--- src/rtl/pixop_pkg.sv ---
package pixop_pkg;

  typedef enum logic [2:0] {
    OP_REPLACE = 3'd0,
    OP_OR      = 3'd1,
    OP_AND     = 3'd2,
    OP_XOR     = 3'd3,
    OP_EQ_OLD  = 3'd4,
    OP_NE_OLD  = 3'd5,
    OP_EQ_NEW  = 3'd6,
    OP_NE_NEW  = 3'd7
  } pix_op_e;

  typedef enum logic [1:0] {
    PH_IDLE  = 2'd0,
    PH_READ  = 2'd1,
    PH_WRITE = 2'd2
  } phase_e;

  // Modes that need the stored pixel before writing
  function automatic logic op_reads_old(input pix_op_e op);
    case (op)
      OP_OR, OP_AND, OP_XOR, OP_EQ_OLD, OP_NE_OLD: return 1'b1;
      default:                                     return 1'b0;
    endcase
  endfunction

  function automatic logic op_is_cond(input pix_op_e op);
    return op[2];
  endfunction

  function automatic logic op_tests_new(input pix_op_e op);
    return (op == OP_EQ_NEW) || (op == OP_NE_NEW);
  endfunction

  // Even codes among the conditional modes test equality
  function automatic logic op_wants_equal(input pix_op_e op);
    return ~op[0];
  endfunction

endpackage

--- src/rtl/pixop_capture.sv ---
module pixop_capture
  import pixop_pkg::*;
#(
  parameter int PIX_W = 12
) (
  input  logic             clk,
  input  logic             rst_n,
  input  logic             load,
  input  logic [PIX_W-1:0] data_in,
  input  logic [2:0]       op_in,
  input  logic [PIX_W-1:0] mask_in,
  input  logic [PIX_W-1:0] cmp_in,
  output logic [PIX_W-1:0] data_q,
  output pix_op_e          op_q,
  output logic [PIX_W-1:0] mask_q,
  output logic [PIX_W-1:0] cmp_q
);

  always_ff @(posedge clk) begin
    if (!rst_n) begin
      data_q <= '0;
      op_q   <= OP_REPLACE;
      mask_q <= '0;
      cmp_q  <= '0;
    end else if (load) begin
      data_q <= data_in;
      op_q   <= pix_op_e'(op_in);
      mask_q <= mask_in;
      cmp_q  <= cmp_in;
    end
  end

endmodule

--- src/rtl/pixop_seq.sv ---
module pixop_seq
  import pixop_pkg::*;
(
  input  logic clk,
  input  logic rst_n,
  input  logic wr_stb,
  input  logic needs_read,
  output logic busy,
  output logic accept,
  output logic rd_phase,
  output logic wr_phase
);

  phase_e state_q, state_d;

  assign accept   = wr_stb && (state_q == PH_IDLE);
  assign busy     = (state_q != PH_IDLE);
  assign rd_phase = (state_q == PH_READ);
  assign wr_phase = (state_q == PH_WRITE);

  always_comb begin
    state_d = state_q;
    case (state_q)
      PH_IDLE:  if (wr_stb) state_d = needs_read ? PH_READ : PH_WRITE;
      PH_READ:  state_d = PH_WRITE;
      PH_WRITE: state_d = PH_IDLE;
      default:  state_d = PH_IDLE;
    endcase
  end

  always_ff @(posedge clk) begin
    if (!rst_n) state_q <= PH_IDLE;
    else        state_q <= state_d;
  end

endmodule

--- src/rtl/pixop_merge.sv ---
module pixop_merge
  import pixop_pkg::*;
#(
  parameter int PIX_W = 12,
  parameter int SUB_W = 4
) (
  input  pix_op_e          op,
  input  logic [PIX_W-1:0] new_d,
  input  logic [PIX_W-1:0] old_d,
  input  logic [PIX_W-1:0] cmp,
  input  logic [PIX_W-1:0] mask,
  output logic [PIX_W-1:0] wdata,
  output logic [PIX_W-1:0] bit_en
);

  localparam int NSUB = PIX_W / SUB_W;

  function automatic logic [PIX_W-1:0] combine(input pix_op_e o,
                                               input logic [PIX_W-1:0] stored,
                                               input logic [PIX_W-1:0] incoming);
    case (o)
      OP_OR:   return stored | incoming;
      OP_AND:  return stored & incoming;
      OP_XOR:  return stored ^ incoming;
      default: return incoming;
    endcase
  endfunction

  function automatic logic sub_pass(input logic [SUB_W-1:0] probe,
                                    input logic [SUB_W-1:0] ref_v,
                                    input logic want_eq);
    return want_eq ? (probe == ref_v) : (probe != ref_v);
  endfunction

  logic [PIX_W-1:0] probe;
  logic [PIX_W-1:0] cond_en;
  logic [NSUB-1:0]  sub_ok;

  assign probe = op_tests_new(op) ? new_d : old_d;

  for (genvar g = 0; g < NSUB; g++) begin : g_sub
    assign sub_ok[g] = sub_pass(probe[g*SUB_W +: SUB_W], cmp[g*SUB_W +: SUB_W],
                                op_wants_equal(op));
    assign cond_en[g*SUB_W +: SUB_W] = op_is_cond(op) ? {SUB_W{sub_ok[g]}} : {SUB_W{1'b1}};
  end

  assign wdata  = combine(op, old_d, new_d);
  assign bit_en = cond_en & ~mask;

endmodule

--- src/rtl/pixop_unit.sv ---
module pixop_unit
  import pixop_pkg::*;
#(
  parameter int PIX_W = 12,
  parameter int SUB_W = 4
) (
  input  logic             clk,
  input  logic             rst_n,
  input  logic             wr_stb,
  input  logic [PIX_W-1:0] wr_data,
  input  logic [2:0]       mode,
  input  logic [PIX_W-1:0] mask,
  input  logic [PIX_W-1:0] cmp_val,
  input  logic [PIX_W-1:0] ram_rdata,
  output logic             busy,
  output logic             ram_rd,
  output logic             ram_wr,
  output logic [PIX_W-1:0] ram_bit_en,
  output logic [PIX_W-1:0] ram_wdata,
  output logic             addr_adv
);

  logic             accept;
  logic             rd_phase;
  logic             wr_phase;
  logic             needs_read;
  logic [PIX_W-1:0] data_q;
  pix_op_e          op_q;
  logic [PIX_W-1:0] mask_q;
  logic [PIX_W-1:0] cmp_q;
  logic [PIX_W-1:0] merged;
  logic [PIX_W-1:0] en_raw;
  logic             any_bit;

  assign needs_read = op_reads_old(pix_op_e'(mode));

  pixop_seq seq_i (
    .clk        (clk),
    .rst_n      (rst_n),
    .wr_stb     (wr_stb),
    .needs_read (needs_read),
    .busy       (busy),
    .accept     (accept),
    .rd_phase   (rd_phase),
    .wr_phase   (wr_phase)
  );

  pixop_capture #(.PIX_W(PIX_W)) cap_i (
    .clk     (clk),
    .rst_n   (rst_n),
    .load    (accept),
    .data_in (wr_data),
    .op_in   (mode),
    .mask_in (mask),
    .cmp_in  (cmp_val),
    .data_q  (data_q),
    .op_q    (op_q),
    .mask_q  (mask_q),
    .cmp_q   (cmp_q)
  );

  pixop_merge #(.PIX_W(PIX_W), .SUB_W(SUB_W)) merge_i (
    .op     (op_q),
    .new_d  (data_q),
    .old_d  (ram_rdata),
    .cmp    (cmp_q),
    .mask   (mask_q),
    .wdata  (merged),
    .bit_en (en_raw)
  );

  assign any_bit    = |en_raw;
  assign ram_rd     = rd_phase;
  assign ram_wr     = wr_phase && any_bit;
  assign ram_bit_en = wr_phase ? en_raw : '0;
  assign ram_wdata  = wr_phase ? merged : '0;
  assign addr_adv   = wr_phase;

endmodule

--- config.mk ---
export PLATFORM = sky130hd
export DESIGN_NAME = pixop_unit
export DESIGN_NICKNAME = d
export VERILOG_FILES = /design/src/rtl/pixop_pkg.sv /design/src/rtl/pixop_capture.sv /design/src/rtl/pixop_seq.sv /design/src/rtl/pixop_merge.sv /design/src/rtl/pixop_unit.sv
export SDC_FILE = /design/constraint.sdc
export NUM_CORES = 1
export LEC_CHECK = 0
export BUFFER_PORTS_ARGS = -buffer_cell sky130_fd_sc_hd__buf_2
export CELL_PAD_IN_SITES_DETAIL_PLACEMENT = 0
export CELL_PAD_IN_SITES_GLOBAL_PLACEMENT = 1
export CORE_AREA = 5 5 88 99
export CTS_BUF_LIST = sky130_fd_sc_hd__clkbuf_4
export CTS_CLUSTER_SIZE = 12
export DETAILED_ROUTE_END_ITERATION = 7
export DIE_AREA = 0 0 93 104
export MAX_ROUTING_LAYER = met4
export PLACE_DENSITY_LB_ADDON = 0.1
export SYNTH_ARGS = -nofsm -noshare
export SYNTH_HDL_FRONTEND = slang
export SYNTH_SLANG_ARGS = --single-unit
export TNS_END_PERCENT = 50
--- constraint.sdc ---
create_clock -name clk -period 2.45 [get_ports clk]
set_clock_uncertainty 0.05 [all_clocks]
set_input_delay 0.245 -clock clk [delete_from_list [all_inputs] [get_ports clk]]
set_output_delay 0.245 -clock clk [all_outputs]
set_load 0.005 [all_outputs]
## After elaboration in Yosys (flattened, before gate mapping)

Cells that the tools add are included.
W data, S select, Z words.

- Flip-flop bits (word level): 41
- Latch bits: 0
- Memory bits (writable): 0
- Bits in read-only memories: 0
- Input bits: 54
- Output and inout port bits: 28
- Word-level logic and storage cells: 50
- Memories kept: 0

- Add/subtract/negate cells: 0
- Multiply operators: 0
- Div/mod/pow operators: 0
- Order comparisons: 0
- Equality and inequality tests: 19
- Shifts and indexed selects: 0
- Multiplexer cells: 14
- Bitwise gates (word level): 5
- Reductions and logical operators: 7

Operator list:

| operator | number |
|---|---|
| $mux W12 | 3 |
| $pmux W12 S3 | 1 |
| $and A12 B12 Y12 | 2 |
| $eq A3 B2 Y1 const B | 4 |
| $eq A3 B3 Y1 const B | 4 |
| $eq A4 B4 Y1 | 3 |
| $mux W4 | 3 |
| $ne A4 B4 Y1 | 3 |
| $not A12 Y12 | 1 |
| $or A12 B12 Y12 | 1 |
| $reduce_or A12 Y1 | 1 |
| $xor A12 B12 Y12 | 1 |
| $eq A3 B1 Y1 const B | 2 |
| $reduce_or A5 Y1 | 1 |
| $mux W1 | 4 |
| $mux W2 | 2 |
| $pmux W2 S2 | 1 |
| $eq A2 B1 Y1 const B | 1 |
| $eq A2 B2 Y1 const B | 1 |
| $logic_and A1 B1 Y1 | 2 |
| $logic_not A2 Y1 | 1 |
| $ne A2 B2 Y1 const B | 1 |
| $reduce_bool A2 Y1 | 1 |
| $logic_or A1 B1 Y1 | 1 |

## Logic depth before layout (Yosys ltp)

- Depth after elaboration: 9
- Depth in mapped cells: 9
- Mapped depth without buffers: 7

## Cells and area by module

Synthesis repeated with hierarchy kept, for this count alone.

- Cells, all modules: 342
- Area, all modules: 3065.4 um^2

Modules (own cells, without submodules):

| module | instances | cells an instance | area an instance (um^2) | sequential area each (um^2) |
|---|---|---|---|---|
| pixop_capture | 1 | 126 | 1488.9 | 780.7 |
| pixop_merge | 1 | 173 | 1262.5 | 0.0 |
| pixop_unit | 1 | 33 | 219.0 | 0.0 |
| pixop_seq | 1 | 10 | 95.1 | 40.0 |

## Least setup slack after synthesis

No wires, ideal clock.

- Path type: register to output
- From: register cap_i.op_q[2]
- To: output ram_wr
- Data arrival time: 1.572 ns
- Setup slack: 0.583 ns
- Cell stages (with the launch flop): 10
- Path buffers: 2
- Cell sequence: dfxtp_1 > buf_4 > nand2_8 > buf_6 > mux2i_1 > o22ai_1 > a211oi_2 > mux2i_1 > o22ai_1 > o21bai_1

- Cells in the longest elaborated chain, start to end: 9
- Elaborated cells between the ends (all ways): 19
- Those cells by class: 8 x eq/ne; 7 x mux; 1 x bitwise; 3 x reduce/logical

Ends and longest elaborated chain:

| what | RTL line | source |
|---|---|---|
| start: declaration | pixop_capture.sv:14 | `output pix_op_e op_q,` |
| start signal: assignment | pixop_capture.sv:27 | `op_q <= pix_op_e'(op_in);` |
| $eq A3 B3 Y1 | pixop_pkg.sv:33 | `return (op == OP_EQ_NEW) \|\| (op == OP_NE_NEW);` |
| $logic_or A1 B1 Y1 | pixop_pkg.sv:33 |  |
| $mux W12 | pixop_merge.sv:39 | `assign probe = op_tests_new(op) ? new_d : old_d;` |
| $eq A4 B4 Y1 / $ne A4 B4 Y1 (equally long branches) | pixop_merge.sv:32 | `return want_eq ? (probe == ref_v) : (probe != ref_v);` |
| $mux W1 | pixop_merge.sv:32 |  |
| $mux W4 | pixop_merge.sv:44 | `assign cond_en[g*SUB_W +: SUB_W] = op_is_cond(op) ? {SUB_W{sub_ok[g]}} : {SUB_W{1'b1}};` |
| $and A12 B12 Y12 (*) | pixop_merge.sv:48 | `assign bit_en = cond_en & ~mask;` |
| $reduce_or A12 Y1 (*) | pixop_unit.sv:72 | `assign any_bit = \|en_raw;` |
| $logic_and A1 B1 Y1 (*) | pixop_unit.sv:74 | `assign ram_wr = wr_phase && any_bit;` |
| end: declaration | pixop_unit.sv:17 | `output logic ram_wr,` |

Mark *: on every way between the ends. The rest lies on a longest branch, timed or not.

## Worst setup path in the final report

- From: register cap_i.op_q[1]
- To: output ram_wr

- Cells in the longest elaborated chain, start to end: 9
- Elaborated cells between the ends (all ways): 19
- Those cells by class: 8 x eq/ne; 7 x mux; 1 x bitwise; 3 x reduce/logical

Ends and longest elaborated chain:

| what | RTL line |
|---|---|
| $eq A3 B3 Y1 | pixop_pkg.sv:33 |
| $logic_or A1 B1 Y1 (*) | pixop_pkg.sv:33 |
| $mux W12 (*) | pixop_merge.sv:39 |
| $eq A4 B4 Y1 / $ne A4 B4 Y1 (equally long branches) | pixop_merge.sv:32 |
| $mux W1 | pixop_merge.sv:32 |
| $mux W4 | pixop_merge.sv:44 |
| $and A12 B12 Y12 (*) | pixop_merge.sv:48 |
| $reduce_or A12 Y1 (*) | pixop_unit.sv:72 |
| $logic_and A1 B1 Y1 (*) | pixop_unit.sv:74 |

Marks and branches as above.

==> flow_metrics.env <==
export IMPL_cp_num_buf_inv=1
export IMPL_postSynthAreaPerCell_sq_um=7.254
export IMPL_fp_coreArea_sq_mm=0.007657
export IMPL_clkSlewWorstSetupHoldPaths_ps=150
export IMPL_fmax_mhz=416.6
export IMPL_fp_dieW_microns=93
export IMPL_floorplan_die_area_sq_mm=0.009672
export IMPL_worst_pin_slew_ps=545.9
export IMPL_floorplan_die_height_microns=104
export IMPL_netSwitchingFraction_pct=32.52
export IMPL_insertion_delay_ps=360
export IMPL_synthToLayoutAreaGrowth_pct=23.01
export IMPL_setup_viol=0
export IMPL_cell_area_reported_after_detailed_placement_sq_mm=0.003297
export IMPL_clockBufferDepth=2
export IMPL_routabilityCongestion=0.8231
export IMPL_grt_antenna_before_repair=0
export IMPL_remaining_drc_errors=0
export IMPL_grt_util_met2_pct=30.06
export IMPL_final_max_tran_viols=0
export IMPL_drv_cap=0
export IMPL_ratio_of_cells_with_drive_above_1_in_the_final_layout_pct=27.68
export IMPL_grt_use_total_pct=17.54
export IMPL_synth_enable_flop_cells=0
export IMPL_fp_row_count=34
export IMPL_global_route_hottest_layer="met2"
export IMPL_final_period_utilization_pct=97.96
export IMPL_area_sequential_sq_um=840.8
export IMPL_mostFrequentLayoutCell="sky130_fd_sc_hd__nand2_1"
export IMPL_critical_path_cell_chain="nand2_8 -> mux2i_1 -> o22ai_1 -> a211oi_2 -> mux2i_1 -> o22ai_1 -> o21bai_1 -> buf_2"
export IMPL_async_reset_ff_share_pct=0
export IMPL_ios=82
export IMPL_filler_instances=840
export IMPL_power_leakage_nw=1.691
export IMPL_net_count_final=543
export IMPL_count_of_nets_left_with_antenna_violations_after_detail_routing=0
export IMPL_worstSetupPathType="reg -> out"
export IMPL_critical_path_slowest_cell="sky130_fd_sc_hd__dfxtp_4"
export IMPL_dr_first_iter_drc_count=61
export IMPL_wirelength_mm=8.246
export IMPL_hold_path_class="in -> reg"
export IMPL_grt_pass1_vias=2736
export IMPL_power_combinational_fraction_pct=24.6
export IMPL_synth_warning_count=0
export IMPL_rsz0062_at_grt="yes"
export IMPL_vias_per_cell=5.063
export IMPL_critPathMaxStageDelay_ps=410
export IMPL_num_antenna_cells=0
export IMPL_firstDrtPassIters=4
export IMPL_grt_pass1_wl_mm=13.46
export IMPL_tritoncts="built"
export IMPL_cts_num_sinks=41
export IMPL_worst_endpoint_arrival_ps=2110
export IMPL_instance_count_of_the_mapped_netlist=386
export IMPL_dp_hpwl_mm=6.048
export IMPL_seq_power_share_pct=46.8
export IMPL_crit_path_start_kind="flop"
export IMPL_final_hold_viol_count=0
export IMPL_synthFlopType="sky130_fd_sc_hd__dfxtp_1"
export IMPL_syn_area_sq_mm=0.002800
export IMPL_cellPowerDensity_mw_per_mm2=475.4
export IMPL_net_count_after_synthesis=464
export IMPL_grt_max_degree=42
export IMPL_met1_usage_pct=21.15
export IMPL_tritoncts_num_buffers=5
export IMPL_htreeDepth=2
export IMPL_root_buffer="sky130_fd_sc_hd__clkbuf_4"
export IMPL_non_filler_cell_area_final_sq_mm=0.003445
export IMPL_switchingPower_uw=532.4
export IMPL_worst_ep_required_time_ps=2150
export IMPL_cp_max_fanout=8
export IMPL_slew_headroom_pct=63.56
export IMPL_cellInternalPower_mw=1.105
export IMPL_cp_end_kind="output port"
export IMPL_avgRoutedWirePerCell_microns=14.83
export IMPL_gr_usage_met3_pct=3.401
export IMPL_floorplan_initialDensity_pct=36.57
export IMPL_number_of_distinct_library_cells_after_synthesis=34
export IMPL_layout_cells_most_common_list="sky130_fd_sc_hd__nand2_1, sky130_fd_sc_hd__buf_2, sky130_fd_sc_hd__a21oi_1, sky130_fd_sc_hd__inv_1, sky130_fd_sc_hd__dfxtp_1"
export IMPL_vias=2815
export IMPL_globalRoute_totalOverflow=0
export IMPL_utilization_pct=44.98
export IMPL_postSynthRegisterBits=41
export IMPL_timing_final_crit_period_ps=2400
export IMPL_port_buffer_count=81
export IMPL_multi_input_area_sq_mm=0.001758
export IMPL_critPathTopFamily="compound AO/OA/AOI/OAI gates"
export IMPL_vdd_ir_drop_max_v=0.0002717
export IMPL_synth_sequential_area_ratio_pct=29.31
export IMPL_clockPowerShare_pct=28.6
export IMPL_run_status="finished, final reports clean"
cells by family after synthesis:
logic type,synth area share (%)
AO/OA/AOI/OAI,20.87
buffers and inverters,9.070
XOR/XNOR,0.3128
AND/OR/NAND/NOR,20.78
flip-flops,29.31
adder cells (fa/ha/maj),10.72
multiplexers,8.937
layer usage:
metal	routed length, microns	part of all wire (%)
met1	3721	45
met2	4078	49
met3	393	4.8
met4	52	0.63
met5	0	0
worst reg2reg max path: cells and delay by family (launching register included):
kind | cells | cell delay (ps)
and+or+nand+nor | 3 | 560
AOI/OAI and AO/OA | 1 | 120
buffers and inverters | 1 | 380
DFF | 1 | 360
state kept, by name, indices dropped and copies added, names as in the netlist:
| signal | cells |
|---|---|
| cap_i.cmp_q | 12 |
| cap_i.data_q | 12 |
| seq_i.state_q | 2 |
| cap_i.op_q | 3 |
| cap_i.mask_q | 12 |
stage by stage:
| stage | setup slack, ps | TNS, ps | hold WS, ps | cells | power (mW) |
|---|---|---|---|---|---|
| floorplan | 583.3 | 0 | 331.0 | 386 | 1.017 |
| global placement | 332.0 | 0 | 412.1 | 546 | 1.172 |
| detailed placement | 330.5 | 0 | 416.3 | 546 | 1.179 |
| CTS | 12.15 | 0 | 33.02 | 555 | 1.666 |
| global route | -98.33 | -370.4 | 23.35 | 556 | 1.759 |
| finish | 49.88 | 0 | 37.75 | 556 | 1.637 |
power by group through the flow:
stage	logic (mW)	clock network, mW	registers [mW]
finish	0.403	0.468	0.766
global route	0.458	0.526	0.775
CTS	0.405	0.496	0.765
detailed placement	0.401	0	0.777
global placement	0.396	0	0.776
floorplan	0.260	0	0.757
what timing repair did:
action	4_1_cts	5_1_grt
gates cloned	1	0
setup buffers	0	1
hold endpoints to repair	0	0
pin swaps	2	5
setup endpoints to repair	14	17
resized for setup	6	14
hold buffers	0	0
synth_stat cells, drive strengths merged, types with 2 or more instances:
cell type | instances | area (sq um)
o21ai | 24 | 120.1
nand2b | 4 | 25.02
nand3 | 3 | 15.01
and2 | 2 | 15.02
nor3 | 7 | 55.05
buf | 7 | 47.55
dfxtp | 41 | 820.8
nand2 | 96 | 376.6
clkbuf | 15 | 56.30
a211oi | 2 | 25.02
a2bb2oi | 2 | 17.52
nand4 | 5 | 31.28
inv | 40 | 150.1
a22oi | 10 | 75.07
ha | 24 | 300.3
nor2 | 11 | 41.29
o22ai | 5 | 31.28
a21oi | 53 | 265.3
a31o | 2 | 17.52
mux2i | 25 | 250.2
worst paths after layout:
check	from	endpoint	slack, ps	cells after the start
worst max-delay path	cap_i.op_q[1]$_SDFFE_PN0P_	ram_wr	50	8
worst min-delay path	wr_data[11]	cap_i.data_q[11]$_SDFFE_PN0P_	40	3
worst max register to register	seq_i.state_q[1]$_SDFFE_PN0P_	cap_i.cmp_q[0]$_SDFFE_PN0P_	910	5
worst min register to register	cap_i.mask_q[11]$_SDFFE_PN0P_	cap_i.mask_q[11]$_SDFFE_PN0P_	430	2
final cells by class:
| class | instances | area share [%] |
|---|---|---|
| Sequential cell | 41 | 24.41 |
| Tap cell | 90 | 3.269 |
| Multi-Input combinational cell | 284 | 51.04 |
| Timing Repair Buffer | 93 | 14.49 |
| Clock inverter | 3 | 1.344 |
| Inverter | 40 | 4.359 |
| Clock buffer | 5 | 1.090 |
Note: power is estimated with default switching activity, not from simulation.
